**config.mk**
```make
export PLATFORM = sky130hd
export DESIGN_NAME = inb_xlate_win
export DESIGN_NICKNAME = d
export VERILOG_FILES = /design/src/rtl/inb_xlate_pkg.sv /design/src/rtl/inb_win_regs.sv /design/src/rtl/inb_win_match.sv /design/src/rtl/inb_xlate_win.sv
export SDC_FILE = /design/constraint.sdc
export NUM_CORES = 1
export LEC_CHECK = 0
export ABC_AREA = 1
export BUFFER_PORTS_ARGS = -buffer_cell sky130_fd_sc_hd__buf_2
export CAP_MARGIN = 20
export CORE_ASPECT_RATIO = 0.5
export CORE_UTILIZATION = 45
export DETAILED_ROUTE_END_ITERATION = 10
export PLACE_DENSITY_LB_ADDON = 0.2
export SYNTH_ARGS = -nofsm -noshare
export SYNTH_HDL_FRONTEND = slang
export SYNTH_HIERARCHICAL = 1
export SYNTH_SLANG_ARGS = --single-unit
```
**constraint.sdc**
```tcl
create_clock -name clk -period 2.2 [get_ports clk]
set_clock_uncertainty 0.1 [all_clocks]
set_input_delay 0.33 -clock clk [delete_from_list [all_inputs] [get_ports clk]]
set_output_delay 0.33 -clock clk [all_outputs]
set_load 0.02 [all_outputs]
```
**src/rtl/inb_xlate_pkg.sv**
```systemverilog
// Shared definitions for the inbound translation window.
// Assumes a two-bit register select on the register port.
package inb_xlate_pkg;
    typedef enum logic [1:0] {
        SEL_ATTR  = 2'd0,
        SEL_BASE  = 2'd1,
        SEL_LOCAL = 2'd2,
        SEL_NONE  = 2'd3
    } win_sel_e;
endpackage

```
**src/rtl/inb_win_regs.sv**
```systemverilog
// Register file of the window: enable, size mask, base and local page.
// Assumes single-cycle writes; read data is combinational on reg_sel.
// The base is write-protected while enable is clear; enable has no reset.
module inb_win_regs
    import inb_xlate_pkg::*;
#(
    parameter int ADDR_W = 32,
    parameter int PAGE_W = 12
) (
    input  logic                     clk,
    input  logic                     rst_n,
    input  logic                     reg_we,
    input  logic [1:0]               reg_sel,
    input  logic [ADDR_W-1:0]        reg_wdata,
    output logic [ADDR_W-1:0]        reg_rdata,
    output logic                     en_q,
    output logic [ADDR_W-1:PAGE_W]   mask_q,
    output logic [ADDR_W-1:PAGE_W]   base_q,
    output logic [ADDR_W-1:PAGE_W]   loc_q
);
    localparam int HI_W = ADDR_W - PAGE_W;

    win_sel_e sel;
    logic     unused_wbits;

    assign sel          = win_sel_e'(reg_sel);
    assign unused_wbits = ^reg_wdata[PAGE_W-1:1];

    // Enable bit: written from bit 0, deliberately left without reset.
    always_ff @(posedge clk) begin
        if (reg_we && sel == SEL_ATTR)
            en_q <= reg_wdata[0];
    end

    // Size mask: upper field of the attribute register.
    always_ff @(posedge clk) begin
        if (!rst_n)
            mask_q <= '0;
        else if (reg_we && sel == SEL_ATTR)
            mask_q <= reg_wdata[ADDR_W-1:PAGE_W];
    end

    // Base page: accepted only while the window is enabled.
    always_ff @(posedge clk) begin
        if (!rst_n)
            base_q <= '0;
        else if (reg_we && sel == SEL_BASE && en_q)
            base_q <= reg_wdata[ADDR_W-1:PAGE_W];
    end

    // Local page: always writable.
    always_ff @(posedge clk) begin
        if (!rst_n)
            loc_q <= '0;
        else if (reg_we && sel == SEL_LOCAL)
            loc_q <= reg_wdata[ADDR_W-1:PAGE_W];
    end

    // Read multiplexer with reserved and protected fields forced to zero.
    always_comb begin
        unique case (sel)
            SEL_ATTR:  reg_rdata = {mask_q, {(PAGE_W-1){1'b0}}, en_q};
            SEL_BASE:  reg_rdata = en_q ? {base_q, {PAGE_W{1'b0}}} : '0;
            SEL_LOCAL: reg_rdata = {loc_q, {PAGE_W{1'b0}}};
            default:   reg_rdata = '0;
        endcase
    end
endmodule

```
**src/rtl/inb_win_match.sv**
```systemverilog
// Combinational window decode: masked compare of the PCI address
// against the base page and page-wise replacement with the local page.
// Assumes the page offset bits are never part of the mask.
module inb_win_match #(
    parameter int ADDR_W = 32,
    parameter int PAGE_W = 12
) (
    input  logic                   en_q,
    input  logic [ADDR_W-1:PAGE_W] mask_q,
    input  logic [ADDR_W-1:PAGE_W] base_q,
    input  logic [ADDR_W-1:PAGE_W] loc_q,
    input  logic [ADDR_W-1:0]      pci_addr,
    output logic                   win_hit,
    output logic [ADDR_W-1:0]      local_addr
);
    logic [ADDR_W-1:PAGE_W] diff;
    logic [ADDR_W-1:PAGE_W] xl;

    // One compare/replace slice per page-number bit.
    for (genvar b = PAGE_W; b < ADDR_W; b++) begin : g_bit
        assign diff[b] = mask_q[b] & (pci_addr[b] ^ base_q[b]);
        assign xl[b]   = mask_q[b] ? loc_q[b] : pci_addr[b];
    end

    // Hit needs enable, a nonzero base and no masked mismatch.
    always_comb begin
        win_hit    = en_q && (|base_q) && !(|diff);
        local_addr = win_hit ? {xl, pci_addr[PAGE_W-1:0]} : '0;
    end
endmodule

```
**src/rtl/inb_xlate_win.sv**
```systemverilog
// Top of the inbound translation window: register file plus decode.
// Assumes software programs the enable before relying on win_hit.
module inb_xlate_win #(
    parameter int ADDR_W = 32,
    parameter int PAGE_W = 12
) (
    input  logic              clk,
    input  logic              rst_n,
    input  logic              reg_we,
    input  logic [1:0]        reg_sel,
    input  logic [ADDR_W-1:0] reg_wdata,
    output logic [ADDR_W-1:0] reg_rdata,
    input  logic [ADDR_W-1:0] pci_addr,
    output logic              win_hit,
    output logic [ADDR_W-1:0] local_addr
);
    logic                   en_q;
    logic [ADDR_W-1:PAGE_W] mask_q;
    logic [ADDR_W-1:PAGE_W] base_q;
    logic [ADDR_W-1:PAGE_W] loc_q;

    inb_win_regs #(.ADDR_W(ADDR_W), .PAGE_W(PAGE_W)) u_regs (
        .clk       (clk),
        .rst_n     (rst_n),
        .reg_we    (reg_we),
        .reg_sel   (reg_sel),
        .reg_wdata (reg_wdata),
        .reg_rdata (reg_rdata),
        .en_q      (en_q),
        .mask_q    (mask_q),
        .base_q    (base_q),
        .loc_q     (loc_q)
    );

    inb_win_match #(.ADDR_W(ADDR_W), .PAGE_W(PAGE_W)) u_match (
        .en_q       (en_q),
        .mask_q     (mask_q),
        .base_q     (base_q),
        .loc_q      (loc_q),
        .pci_addr   (pci_addr),
        .win_hit    (win_hit),
        .local_addr (local_addr)
    );
endmodule

```
* Word level (Yosys, flattened, before mapping) *
Index checks and enable logic that the tools add are counted.

operators by class
  eq/ne operators = 2
  mux-type cells = 23
  bitwise operators = 40
  reduce and logical (&&, ||, !) cells = 10

operator list
  operator                                                          count
  32-bit one-hot mux with 3 select lines                            1
  32-bit two-way mux                                                2
  20-bit OR reduction                                               2
  1-bit bitwise AND                                                 20
  1-bit two-way mux                                                 20
  1-bit XOR                                                         20
  1-bit logical AND                                                 6
  2-bit by 1-bit == test with 1-bit output (second input constant)  1
  2-bit == test (second input constant)                             1
  2-bit logical NOT                                                 1
  1-bit logical NOT                                                 1

word-level totals
  register bits after elaboration = 61
  input bits = 69
  output and inout port bits = 65

* Longest topological paths before layout *
  word-level depth = 6
  gate-level depth with buffers = 10
  gate-level depth less buffers = 9

* Cells and area by module *
Netlist, hierarchy kept.

by module, submodules not included
  module         times used  cells an instance  area each (um^2)  seq. area each (um^2)
  inb_win_regs   1           479                2964.1            1231.2
  inb_win_match  1           218                1003.5            0.0

* Worst setup path before layout *
No wires, ideal clock.

  path type = register -> output
  start = register u_regs/base_q[30] in the netlist's numbering
  end = output port local_addr[10]
  arrival = 1237 ps
  required time = 1770 ps
  slack = 533 ps
  cell stages (with the launch flop) = 10
  buffers on the path = 1
  cell sequence = dfxtp_1 nand2_1 nand2_1 nor2_1 nor2_1 nand3_1 nor2_2 nand2_2 buf_6 nor2_2

on the way
  longest elaborated chain between the ends = 6
  elaborated cells on any way between the ends = 8
  those cells by class = mux (1); bitwise (2); reduce/logical (5)

RTL lines
  element                 RTL line             RTL
  start, declared         inb_win_regs.sv:18   output logic [ADDR_W-1:PAGE_W] base_q,
  start signal, assigned  inb_win_regs.sv:48   base_q <= reg_wdata[ADDR_W-1:PAGE_W];
  1-bit XOR               inb_win_match.sv:21  assign diff[b] = mask_q[b] & (pci_addr[b] ^ base_q[b]);
  1-bit bitwise AND       inb_win_match.sv:21
  20-bit OR reduction     inb_win_match.sv:27  win_hit = en_q && (|base_q) && !(|diff);
  1-bit logical NOT       inb_win_match.sv:27
  1-bit logical AND *     inb_win_match.sv:27
  32-bit two-way mux *    inb_win_match.sv:28  local_addr = win_hit ? {xl, pci_addr[PAGE_W-1:0]} : '0;
  end, declared           inb_xlate_win.sv:15  output logic [ADDR_W-1:0] local_addr

Every way passes the cells marked *; elsewhere a longest branch is shown, timed or not.

* Worst setup path after layout *
  start = register u_regs/base_q[27] in the netlist's numbering
  end = output port local_addr[1]

Same word-level chain as after synthesis.

==> impl_metrics.json <==
{
  "peakVddDrop_v": 0.000444,
  "dp_slack_ns": 0.202,
  "synthCells": 697,
  "crit_chain": "nand2_1 -> nand3_2 -> nand2_1 -> nor2_1 -> nand2_1 -> nor2_2 -> nand2_4 -> clkbuf_16 -> nor2_4 -> buf_6",
  "die_w_um": 135,
  "finalMaxSlewViolations": 0,
  "hold_depth": 1,
  "required_ns": 1.77,
  "hold_end": "u_regs/en_q$_DFFE_PP_",
  "grt_max_degree": 61,
  "antenna_cells": 0,
  "antenna_found_initial": 0,
  "critical_path_class": "flop to output pin",
  "r2r_setup_slack_ns": 0.58,
  "start_util_pct": 48.0,
  "synth_seq_cells": 61,
  "power_leakage_uw": 0.00280,
  "critPathCaptureType": "output pin",
  "startpoint_type": "flop",
  "first_iter_violations": 312,
  "holdBufCountCts": 0,
  "ios": 134,
  "finalSetupTns_ns": -1.10,
  "fin_ws_ns": -0.0643,
  "clock_sinks": 61,
  "ys_seq_area_share_pct": 31.0,
  "synth_area_mm2": 0.00397,
  "die_y_um": 68.4,
  "fin_util_pct": 65.3,
  "reg2regPathDepth": 7,
  "yosysWarnings": 6,
  "nFillCells": 785,
  "final_cell_mix": "170 x nand2_1, 161 x nor2_1, 93 x nand3_1",
  "grt_util_all_layers_pct": 24.8,
  "post_drt_wl_per_cell_um": 13.2,
  "layout.nets": 871,
  "max_cap_viol_count": 0,
  "place_area_mm2": 0.00461,
  "synth_area_per_cell_um2": 5.69,
  "dpl.hpwl_um": 7410,
  "violations": "setup timing",
  "wirelength_um": 12100,
  "hp-start": "reg_wdata[0]",
  "cts_buffer_depth": 2,
  "p_per_area_mw_per_mm2": 630,
  "timing.critical_path.arrival_ns": 1.83,
  "globalplace.congestion": 0.790,
  "clockRootBuffer": "clkbuf_16",
  "worst-path-buf-inv": 2,
  "drc_errors": 0,
  "status": "finished with violations",
  "insertion_delay_ns": 0.33,
  "regArea_mm2": 0.00127,
  "rsz0062_at_grt": "true",
  "ant_nets": 0,
  "setup_violations": 33,
  "ys_types": 19,
  "busiest_layer": "met2",
  "critPathMaxStageDelay_ns": 0.37,
  "cts_tree": "yes",
  "numCtsBuffers": 9,
  "cp_top_family": "simple AND/OR/NAND/NOR gates",
  "path_clk_slew_ns": 0.05,
  "grt_use_met2_pct": 42.3,
  "fin_area_mm2": 0.00539,
  "drive_above_1_share_pct": 27.8,
  "use_met1_pct": 31.7,
  "critPathMaxFanout": 6,
  "grt_overflow": 0,
  "worstReg2RegStart": "u_regs/en_q$_DFFE_PP_",
  "die_area_mm2": 0.00922,
  "grt_pass1_wl_um": 17200,
  "coreArea_mm2": 0.00826,
  "multi_input_area_mm2": 0.00236,
  "cts_htree_levels": 3,
  "r2r_end": "u_regs/base_q[18]$_SDFFE_PN0P_",
  "vias": 4517,
  "vias_per_cell": 4.92,
  "min_path_type": "primary input to flop",
  "crit_slowest_cell": "dfxtp_4",
  "p_total_uw": 3400,
  "rows": 23,
  "grt_pass1_vias": 3594,
  "post-route-period-util_pct": 103,
  "drt-pass1-iter-count": 5,
  "cpMostUsedCell": "nand2_1",
  "portBuffers": 111,
  "final_common_cell": "nand2_1",
  "area_delta_synth_final_pct": 35.9,
  "use_met3_pct": 6.22,
  "min_period_ns": 2.26,
  "hold_violations": 0,
  "fmax_mhz": 442
}
cell families after synthesis:
group           after synthesis  synth area share (%)
other cells                   1                0.0945
buf+inv                     137                  15.1
simple gates                478                  50.7
compound gates               16                  2.02
flops                        61                  31.0
mux                           4                  1.01
layer usage:
metal | vias up | share of wire, %
met5 | - | 0
met4 | 0 | 0.68
met3 | 10 | 8.5
met2 | 190 | 46
met1 | 2029 | 45
li1 | 2288 | -
per-stage QoR:
stage | hold WS (ns) | std cells
3_5_place_dp | 0.414 | 898
3_3_place_gp | 0.410 | 898
2_1_floorplan | 0.329 | 707
4_1_cts | 0.0689 | 914
6_report | 0.0728 | 919
5_1_grt | 0.0717 | 919
worst max path at each step:
| stage | startpoint | endpoint | depth (start not counted) |
|---|---|---|---|
| 6_report | u_regs/base_q[27]$_SDFFE_PN0P_ | local_addr[1] | 10 |
| 5_1_grt | u_regs/base_q[18]$_SDFFE_PN0P_ | local_addr[8] | 11 |
| 4_1_cts | u_regs/base_q[19]$_SDFFE_PN0P_ | local_addr[1] | 10 |
| 3_5_place_dp | pci_addr[24] | local_addr[24] | 12 |
| 3_3_place_gp | pci_addr[27] | local_addr[24] | 12 |
| 2_1_floorplan | u_regs/base_q[30]$_SDFFE_PN0P_ | local_addr[10] | 9 |
report_power, final:
part           total [µW]  switching (µW)  internal, µW
logic                 831             507           324
registers            1210            53.9          1160
clock network        1350             500           852
total                3400            1060          2330
final cells by class:
| cell class | instances | share of cell area (%) |
|---|---|---|
| multi-input combinational | 509 | 43.8 |
| clock inverter | 3 | 0.348 |
| inverter | 92 | 6.41 |
| tap | 112 | 2.60 |
| sequential | 61 | 23.5 |
| clock buffer | 13 | 5.01 |
| timing repair buffer | 129 | 18.4 |
sequential cells by signal, indices dropped and copies added (netlist names):
signal and count:
u_regs/en_q 1, u_regs/mask_q 20, u_regs/loc_q 20, u_regs/base_q 20
Yosys cell counts (all sizes together):
master | number | area share [%]
clkbuf | 13 | 1.2
dfxtp | 60 | 30
nand4 | 1 | 0.16
edfxtp | 1 | 0.76
nor2 | 200 | 21
inv | 92 | 8.7
nand3 | 99 | 12
a21oi | 16 | 2.0
nand2 | 178 | 17
buf | 32 | 5.2
conb | 1 | 0.095
mux2i | 4 | 1.0
what timing repair did:
| action | 4_1_cts | 5_1_grt |
|---|---|---|
| pin swaps | 0 | 9 |
| setup buffers | 0 | 2 |
| setup endpoints to repair | 33 | 33 |
| cloned | 0 | 3 |
| resized for setup | 37 | 100 |
No activity file was read; power rests on OpenSTA's default activity.
